[src/rtl/tmr8_pkg.sv]
package tmr8_pkg;

    typedef enum logic [2:0] {
        ADR_CTRL  = 3'd0,
        ADR_CMP   = 3'd1,
        ADR_EN    = 3'd2,
        ADR_FLAGS = 3'd3,
        ADR_COUNT = 3'd4
    } reg_addr_e;

    typedef struct packed {
        logic       ctc;
        logic [2:0] csel;
    } ctrl_t;

    // log2 of the prescale ratio for each clock-select code
    function automatic logic [3:0] div_log2(input logic [2:0] csel);
        case (csel)
            3'd1:    div_log2 = 4'd0;
            3'd2:    div_log2 = 4'd3;
            3'd3:    div_log2 = 4'd5;
            3'd4:    div_log2 = 4'd6;
            3'd5:    div_log2 = 4'd7;
            3'd6:    div_log2 = 4'd8;
            default: div_log2 = 4'd10;
        endcase
    endfunction

endpackage

[src/rtl/tmr8_prescale.sv]
module tmr8_prescale #(
    parameter int PRE_W = 10
) (
    input  logic       clk,
    input  logic       rst,
    input  logic       restart,
    input  logic [2:0] csel,
    output logic       tick
);
    import tmr8_pkg::*;

    typedef struct packed {
        logic [PRE_W-1:0] pre;
    } pre_state_t;

    pre_state_t st_d, st_q;
    logic [PRE_W-1:0] low_mask;

    always_comb begin
        st_d     = st_q;
        low_mask = PRE_W'((1 << div_log2(csel)) - 1);
        tick     = (csel != 3'd0) && ((st_q.pre & low_mask) == low_mask);
        if (restart) st_d.pre = '0;
        else         st_d.pre = st_q.pre + 1'b1;
    end

    always_ff @(posedge clk) begin
        if (rst) st_q <= '0;
        else     st_q <= st_d;
    end
endmodule

[src/rtl/tmr8_count.sv]
module tmr8_count #(
    parameter int CNT_W = 8
) (
    input  logic             clk,
    input  logic             rst,
    input  logic             tick,
    input  logic             ctc,
    input  logic [CNT_W-1:0] cmp,
    output logic [CNT_W-1:0] count,
    output logic             cmp_hit,
    output logic             ovf_hit
);
    typedef struct packed {
        logic [CNT_W-1:0] cnt;
    } cnt_state_t;

    cnt_state_t st_d, st_q;

    always_comb begin
        st_d    = st_q;
        cmp_hit = tick && (st_q.cnt == cmp);
        ovf_hit = 1'b0;
        if (tick) begin
            if (ctc && cmp_hit) begin
                st_d.cnt = '0;
            end else begin
                st_d.cnt = st_q.cnt + 1'b1;
                ovf_hit  = (st_q.cnt == {CNT_W{1'b1}});
            end
        end
    end

    always_ff @(posedge clk) begin
        if (rst) st_q <= '0;
        else     st_q <= st_d;
    end

    assign count = st_q.cnt;
endmodule

[src/rtl/tmr8_flags.sv]
module tmr8_flags #(
    parameter int NFLAG = 2
) (
    input  logic             clk,
    input  logic             rst,
    input  logic [NFLAG-1:0] set,
    input  logic [NFLAG-1:0] clr,
    input  logic [NFLAG-1:0] ack,
    input  logic [NFLAG-1:0] enable,
    output logic [NFLAG-1:0] flags,
    output logic             irq
);
    typedef struct packed {
        logic [NFLAG-1:0] f;
    } flag_state_t;

    flag_state_t st_d, st_q;

    always_comb begin
        st_d = st_q;
        for (int i = 0; i < NFLAG; i++) begin
            // a set in the same cycle overrides any clear
            st_d.f[i] = set[i] | (st_q.f[i] & ~clr[i] & ~ack[i]);
        end
    end

    always_ff @(posedge clk) begin
        if (rst) st_q <= '0;
        else     st_q <= st_d;
    end

    assign flags = st_q.f;
    assign irq   = |(st_q.f & enable);
endmodule

[src/rtl/tmr8_ctc.sv]
module tmr8_ctc #(
    parameter int CNT_W = 8,
    parameter int PRE_W = 10
) (
    input  logic             clk,
    input  logic             rst,
    input  logic             bus_wr,
    input  logic [2:0]       bus_addr,
    input  logic [CNT_W-1:0] bus_wdata,
    output logic [CNT_W-1:0] bus_rdata,
    input  logic [1:0]       irq_ack,
    output logic             irq
);
    import tmr8_pkg::*;

    localparam int NFLAG = 2;

    typedef struct packed {
        ctrl_t            ctrl;
        logic [CNT_W-1:0] cmp;
        logic [NFLAG-1:0] en;
    } regs_t;

    regs_t            rg_d, rg_q;
    logic             wr_ctrl;
    logic             tick;
    logic [CNT_W-1:0] count;
    logic             cmp_hit, ovf_hit;
    logic [NFLAG-1:0] flags;
    logic [NFLAG-1:0] flag_clr;

    always_comb begin
        rg_d     = rg_q;
        wr_ctrl  = bus_wr && (bus_addr == ADR_CTRL);
        flag_clr = '0;
        if (bus_wr) begin
            case (reg_addr_e'(bus_addr))
                ADR_CTRL:  rg_d.ctrl = ctrl_t'(bus_wdata[3:0]);
                ADR_CMP:   rg_d.cmp  = bus_wdata;
                ADR_EN:    rg_d.en   = bus_wdata[NFLAG-1:0];
                ADR_FLAGS: flag_clr  = bus_wdata[NFLAG-1:0];
                default:   ;
            endcase
        end
        case (reg_addr_e'(bus_addr))
            ADR_CTRL:  bus_rdata = CNT_W'(rg_q.ctrl);
            ADR_CMP:   bus_rdata = rg_q.cmp;
            ADR_EN:    bus_rdata = CNT_W'(rg_q.en);
            ADR_FLAGS: bus_rdata = CNT_W'(flags);
            ADR_COUNT: bus_rdata = count;
            default:   bus_rdata = '0;
        endcase
    end

    always_ff @(posedge clk) begin
        if (rst) rg_q <= '0;
        else     rg_q <= rg_d;
    end

    tmr8_prescale #(.PRE_W(PRE_W)) u_pre (
        .clk     (clk),
        .rst     (rst),
        .restart (wr_ctrl),
        .csel    (rg_q.ctrl.csel),
        .tick    (tick)
    );

    tmr8_count #(.CNT_W(CNT_W)) u_cnt (
        .clk     (clk),
        .rst     (rst),
        .tick    (tick),
        .ctc     (rg_q.ctrl.ctc),
        .cmp     (rg_q.cmp),
        .count   (count),
        .cmp_hit (cmp_hit),
        .ovf_hit (ovf_hit)
    );

    tmr8_flags #(.NFLAG(NFLAG)) u_flg (
        .clk    (clk),
        .rst    (rst),
        .set    ({ovf_hit, cmp_hit}),
        .clr    (flag_clr),
        .ack    (irq_ack),
        .enable (rg_q.en),
        .flags  (flags),
        .irq    (irq)
    );
endmodule

[config.mk]
export PLATFORM = sky130hd
export DESIGN_NAME = tmr8_ctc
export DESIGN_NICKNAME = d
export VERILOG_FILES = /design/src/rtl/tmr8_pkg.sv /design/src/rtl/tmr8_prescale.sv /design/src/rtl/tmr8_count.sv /design/src/rtl/tmr8_flags.sv /design/src/rtl/tmr8_ctc.sv
export SDC_FILE = /design/constraint.sdc
export NUM_CORES = 1
export LEC_CHECK = 0
export ABC_AREA = 1
export BUFFER_PORTS_ARGS = -buffer_cell sky130_fd_sc_hd__buf_2
export CAP_MARGIN = 10
export CORE_UTILIZATION = 60
export CTS_CLUSTER_DIAMETER = 200
export DETAILED_ROUTE_END_ITERATION = 8
export PLACE_DENSITY_LB_ADDON = 0.2
export SYNTH_ARGS = -nofsm -noshare
export SYNTH_HDL_FRONTEND = slang
export SYNTH_HIERARCHICAL = 1
export SYNTH_SLANG_ARGS = --single-unit
[constraint.sdc]
create_clock -name clk -period 3.29 [get_ports clk]
set_input_delay 0.658 -clock clk [delete_from_list [all_inputs] [get_ports clk]]
set_output_delay 0.658 -clock clk [all_outputs]
set_load 0.01 [all_outputs]
==> impl_results.md, run 1 <==
* Cell count after placement at 415
* Result of the run: complete, no violations
* Ports at 25
* Synthesized net count at 368
* Synth Instances at 349
* Number of flops mapped to enable cells by yosys at 0
* Buffers inserted by post-CTS timing repair at 0
* Post-Place Setup Slack at 0.825 ns
* Number of non-filler instances in the completed layout at 423
* FILL cells at 305
* Fin Setup TNS at 0 ns
* Final hold vios at 0
* Kind of path behind the tightest hold check: register to register
* Cell row count at 21
* Setup repair after global routing missed its margin: no
* FF+latch count, synth at 34
* Clock tree from TritonCTS: yes
* Final std cell area, no fill at 2460 um^2
* Post-synth top area share at 0.307
* Element type at the critical path start: input pin
* Maximum capacitance violations at 0
* Total power of the final layout at 0.847 mW
* Count of unresolved DRC violations after routing at 0
* Iter 0 DRT Violations at 185
* Area of the mapped netlist at 2220 um^2
* Share of synthesized area occupied by flip-flops and latches at 0.307
* Post-DRT Antenna Nets at 0
* Global-route usage over all layers at 0.280
* Achievable frequency at 400 MHz
* Via count at 2111
* Clk sinks at 34
* Endpoint kind of the worst setup timing path: output pin
* Layout overhead on the synthesized area at 10.8%
* Leakage power summed over all cells at 1.16 nW
* DR top layer: met4
* Area enclosed by the die boundary at 3940 um^2
* Hold buffers post-CTS at 0
* Largest net degree at the start of global routing at 16
* Clock-pin slew of the registers on the worst-case setup and hold paths at 0.06 ns
* Final-report max-slew violation count at 0
* Commonest register cell after synthesis: dfxtp_1
* First-pass GRT wire length at 8570 um
* Synthesized area per cell at 6.35 um^2
* Biggest fanout along the worst timing path at 11
* Number of global-route vias before repair at 1921
* GP Congestion at 0.886
* Cell types occupying the most area after synthesis: dfxtp_1 31%, nand2_1 16%, inv_1 10%, nor2_1 8.0%, nand3_1 5.2%
* Clock Root Buffer: clkbuf_8
* Core area at 3440 um^2
* Minimum period implied by the final worst setup slack at 2.50 ns
* Vertical die dimension at 62.8 um
* Cell Pwr Density at 345 nW/um^2
* Crit path kind: input pin to output pin
* Number of antenna violations at the first check in global routing at 0
* Asr flop ratio synth at 0
* Number of buffers between clock root and the deepest sink at 2
* Data arrival time at the worst-slack endpoint at 1.84 ns
* Chip width at 62.8 um
* Share of cells above drive strength 1 at 0.172
* Starting utilization of the core area at 0.644
* Slew of the pin with the lowest slew margin at 0.530 ns
* Met2 wire length at 2080 um
* Number of diodes at 0
* Number of CTS-inserted buffers at 5
* Htree depth at 2
* Via/cell ratio at 4.99
* Detailed-routing iteration count for the pre-antenna-repair pass at 4
* Final setup slack of the worst path at 0.790 ns
* Placed cell area at 2370 um^2
* Post-CTS sizing at 0
* Total length of routed met3 wires at 231 um
* Setup skew after layout at 0.00564 ns
* Number of I/O port buffers at 24
* Latest clock arrival within the worst-skew pair at 0.29 ns
* Final #Nets at 395
* Wirelength per Cell at 11.4 um
* Post-Route M1 WL at 2410 um
* Period utilization at 0.760
* Total gr overflow at 0
* Library cell with the largest summed area after synthesis: dfxtp_1
* Peak ir drop on the vdd network at 255 uV
* Synth cell types at 34
* Slack of the worst reg-to-reg path at 0.96 ns
* Remaining max-slew budget at the tightest pin at 0.645
* Dpl hpwl at 3670 um
* Number of synthesis warnings at 6
* Routed WL at 4810 um
* Setup violations, final at 0
* Data required time of the critical path at 2.63 ns
-- cells in the mapped netlist (all sizes together) (2+ instances only) --
library cell / n
nand3: 28
o21ai: 4
a21oi: 12
ha: 3
clkinv: 2
nor3: 7
nor4: 2
xnor2: 3
xor2: 2
inv: 64
buf: 5
nand4: 15
dfxtp: 34
nor2: 59
nand2: 103
-- worst paths after layout --
| check | depth (start not counted) | startpoint | to |
|---|---|---|---|
| min | 2 | u_pre/st_q[9]$_SDFF_PP0_ | u_pre/st_q[9]$_SDFF_PP0_ |
| min reg2reg | 2 | u_pre/st_q[9]$_SDFF_PP0_ | u_pre/st_q[9]$_SDFF_PP0_ |
| max reg2reg | 16 | rg_q[12]$_SDFFE_PP0P_ | u_flg/flags[1]$_SDFF_PP0_ |
| max | 7 | bus_addr[1] | bus_rdata[2] |
-- logic make-up (layout without fill, tap and decap cells) --
logic type                 count (synthesis)  in the layout  synth area share
muxes                                      1              1           0.00451
other                                      1              1           0.00169
adders and majority gates                  3              3            0.0169
and+or+nand+nor                          217            217             0.482
DFF                                       34             34             0.307
AOI/OAI and AO/OA                         17             17            0.0401
buffers and inverters                     71             99             0.128
xor gates and xnor gates                   5              5            0.0198
-- cell type report --
cell class | count | area [um^2] | share of cell area
timing repair buffer | 25 | 128 | 0.0519
clock buffer | 7 | 86.3 | 0.0351
clock inverter | 1 | 5.00 | 0.00204
sequential | 34 | 681 | 0.277
tap | 46 | 57.6 | 0.0234
multi-input combinational | 244 | 1250 | 0.510
inverter | 66 | 248 | 0.101
-- report_power, final --
group	switching, mW	total, mW	internal, mW	leakage, nW
Clock	0.151	0.320	0.169	0.0482
Combinational	0.0624	0.0940	0.0316	0.838
Sequential	0.0120	0.433	0.421	0.275
-- metrics by stage --
stage,hold WS (ns),utilization
after floorplan,0.441,-
after global placement,0.475,0.687
after detailed placement,0.489,0.687
after CTS,0.499,0.714
after global routing,0.514,0.714
final,0.500,0.714
-- worst max-delay path, cell delays in order --
cell and delay (ns):
buf_2 0.23, clkinv_1 0.31, nand3_2 0.21, inv_1 0.15, nand2_1 0.09, nand3_1 0.07, buf_2 0.14
-- sequential cells by signal (all words and copies together) (netlist names) --
signal       count
u_pre/st_q      10
u_cnt/count      8
u_flg/flags      2
rg_q            14
-- routing by layer --
metal / track usage / vias up
met5: 0 / -
met2: 0.431 / 46
met4: 0.122 / 0
met3: 0.0620 / 8
met1: 0.374 / 926
li1: - / 1131
-- layout by cell type (no fill, tap or decap), types with 2 or more instances in the layout --
cell and instances:
clkbuf_8 6, nor2_4 6, dfxtp_1 34, xor2_1 2, clkinv_1 2, nand3_2 4
nor3_2 3, inv_1 60, nand2_2 4, inv_2 4, xnor2_1 3, nand2_4 3
nor2_1 47, o21ai_0 3, ha_1 3, nor2_2 6, nand3_1 23, buf_2 24
nor4_1 2, nor3_1 3, nand2_1 96, a21oi_1 12, nand4_1 14
No activity file was read; power rests on OpenSTA's default activity.
==> inputs of run 2 (changes only) <==
- CORE_UTILIZATION: 60 -> 58
- clock period: 3.29 -> 2.6 ns (I/O delays scaled with it)
==> impl_results.md, run 2 (synthesis results as in run 1) <==
* Cell Pwr Density at 417 nW/um^2
* Biggest fanout along the worst timing path at 7
* Starting utilization of the core area at 0.606
* Achievable frequency at 444 MHz
* Cell row count at 22
* Htree depth at 2
* Clk sinks at 34
* Origin of the worst min-delay path: bus_wdata[3]
* Placed cell area at 2380 um^2
* Number of buffers between clock root and the deepest sink at 2
* Combined area of the multi-input logic cells at 1260 um^2
* Layout overhead on the synthesized area at 11.3%
* Fin Setup TNS at 0 ns
* Largest net degree at the start of global routing at 16
* Latest clock arrival within the worst-skew pair at 0.28 ns
* Setup repair after global routing missed its margin: no
* Kind of path behind the tightest hold check: input pin to register
* Final std cell area, no fill at 2470 um^2
* Number of I/O port buffers at 24
* Peak ir drop on the vdd network at 284 uV
* Final hold vios at 0
* Area enclosed by the die boundary at 4070 um^2
* Clock Root Buffer: clkbuf_8
* Leakage power summed over all cells at 1.16 nW
* Commonest non-fill, non-tap cell in the layout: nand2_1
* Sequential Area at 681 um^2
* Crit path kind: register to register
* First-pass GRT wire length at 8630 um
* Setup violations, final at 0
* Detailed-routing iteration count for the pre-antenna-repair pass at 5
* Worst reg2reg path endpoint: u_cnt/count[7]$_SDFFE_PP0P_
* Most frequent cells in the layout: 96 x nand2_1, 60 x inv_1, 46 x nor2_1, 34 x dfxtp_1, 24 x buf_2
* Element type at the critical path start: register
* Register containing the most flip-flops in the final layout: rg_q
* Core area at 3660 um^2
* Flip-flop count of the largest register after layout at 14
* Post-CTS sizing at 0
* Total power of the final layout at 1.03 mW
* GP Congestion at 0.812
* Number of CTS-inserted buffers at 5
* Slack of the worst reg-to-reg path at 0.35 ns
* Minimum period implied by the final worst setup slack at 2.25 ns
* Data required time of the critical path at 2.78 ns
* Via/cell ratio at 4.96
* Global-route usage over all layers at 0.271
* Post-layout util at 0.674
* Setup skew after layout at 0.00380 ns
* Clock tree from TritonCTS: yes
* Endpoint kind of the worst setup timing path: register
* Reg2Reg Launch Point: rg_q[12]$_SDFFE_PP0P_
* Number of global-route vias before repair at 1984
* Post-DRT Antenna Nets at 0
* Via count at 2113
* Hold worst-path end: rg_q[13]$_SDFFE_PP0P_
* Iter 0 DRT Violations at 118
* Length in cells of the worst reg-to-reg path at 15
* Dpl hpwl at 3640 um
* Total gr overflow at 0
* Final-report max-slew violation count at 0
* Hold depth at 3
* Final #Nets at 397
* Result of the run: complete, no violations
* Wirelength per Cell at 11.2 um
* Buffers inserted by post-CTS timing repair at 0
* Period utilization at 0.867
* Hold buffers post-CTS at 0
* Chip width at 63.8 um
* Count of unresolved DRC violations after routing at 0
* Routed WL at 4770 um
* Data arrival time at the worst-slack endpoint at 2.43 ns
* Clock-pin slew of the registers on the worst-case setup and hold paths at 0.06 ns
* Number of diodes at 0
* Ports at 25
* Number of antenna violations at the first check in global routing at 0
* FILL cells at 346
* Share of cells above drive strength 1 at 0.175
* Vertical die dimension at 63.8 um
* Maximum capacitance violations at 0
## run 2: cell count changes in the layout (fill, tap and decap cells not counted)
cell / delta
nor2_1: -1
buf_4: +2
clkinv_2: -1
nor2_4: +1
clkbuf_8: -1
clkbuf_1: +1
## run 2: where the power goes
part	internal, mW	switching [mW]
logic	0.0422	0.0789
registers	0.533	0.0137
clock network	0.184	0.177
## run 2: area by class of cell
cell class	instances	share of cell area
Clock buffer	7	0.0309
Tap cell	48	0.0243
Sequential cell	34	0.276
Multi-Input combinational cell	244	0.511
Inverter	66	0.100
Timing Repair Buffer	27	0.0578
## run 2: worst max-delay path by stage
stage	start	end	slack, ns
2_1_floorplan	rg_q[12]$_SDFFE_PP0P_	u_flg/flags[1]$_SDFF_PP0_	0.56
3_3_place_gp	rg_q[12]$_SDFFE_PP0P_	u_cnt/count[7]$_SDFFE_PP0P_	0.32
3_5_place_dp	rg_q[12]$_SDFFE_PP0P_	u_cnt/count[7]$_SDFFE_PP0P_	0.24
4_1_cts	rg_q[12]$_SDFFE_PP0P_	u_cnt/count[7]$_SDFFE_PP0P_	0.19
5_1_grt	rg_q[12]$_SDFFE_PP0P_	u_cnt/count[7]$_SDFFE_PP0P_	0.04
6_report	rg_q[12]$_SDFFE_PP0P_	u_cnt/count[7]$_SDFFE_PP0P_	0.35
## run 2: per-stage QoR
step	hold slack, ns	instances	setup WS [ns]
global placement	0.473	419	0.322
global route	0.513	426	0.0405
floorplan	0.441	349	0.559
detailed placement	0.480	419	0.237
CTS	0.480	426	0.188
finish	0.490	426	0.347
## run 2: worst max-delay path: stages, from the launching register on
cell	delay (ns)
dfxtp_1	0.36
inv_1	0.12
nand3_1	0.11
ha_1	0.30
nor2_1	0.04
a21oi_1	0.11
nand3_1	0.13
nor2_4	0.19
buf_4	0.17
nand2_4	0.05
nor2_4	0.12
nand4_1	0.14
nor2_1	0.13
nand2_1	0.06
nand2_1	0.08
nor2_2	0.04
## run 2: layer usage
metal	part of all wire	global-route usage	vias to the layer above
met5	0	0	-
met4	0.016	0.0909	0
met1	0.47	0.343	920
met2	0.47	0.449	47
li1	-	-	1138
met3	0.046	0.0625	8
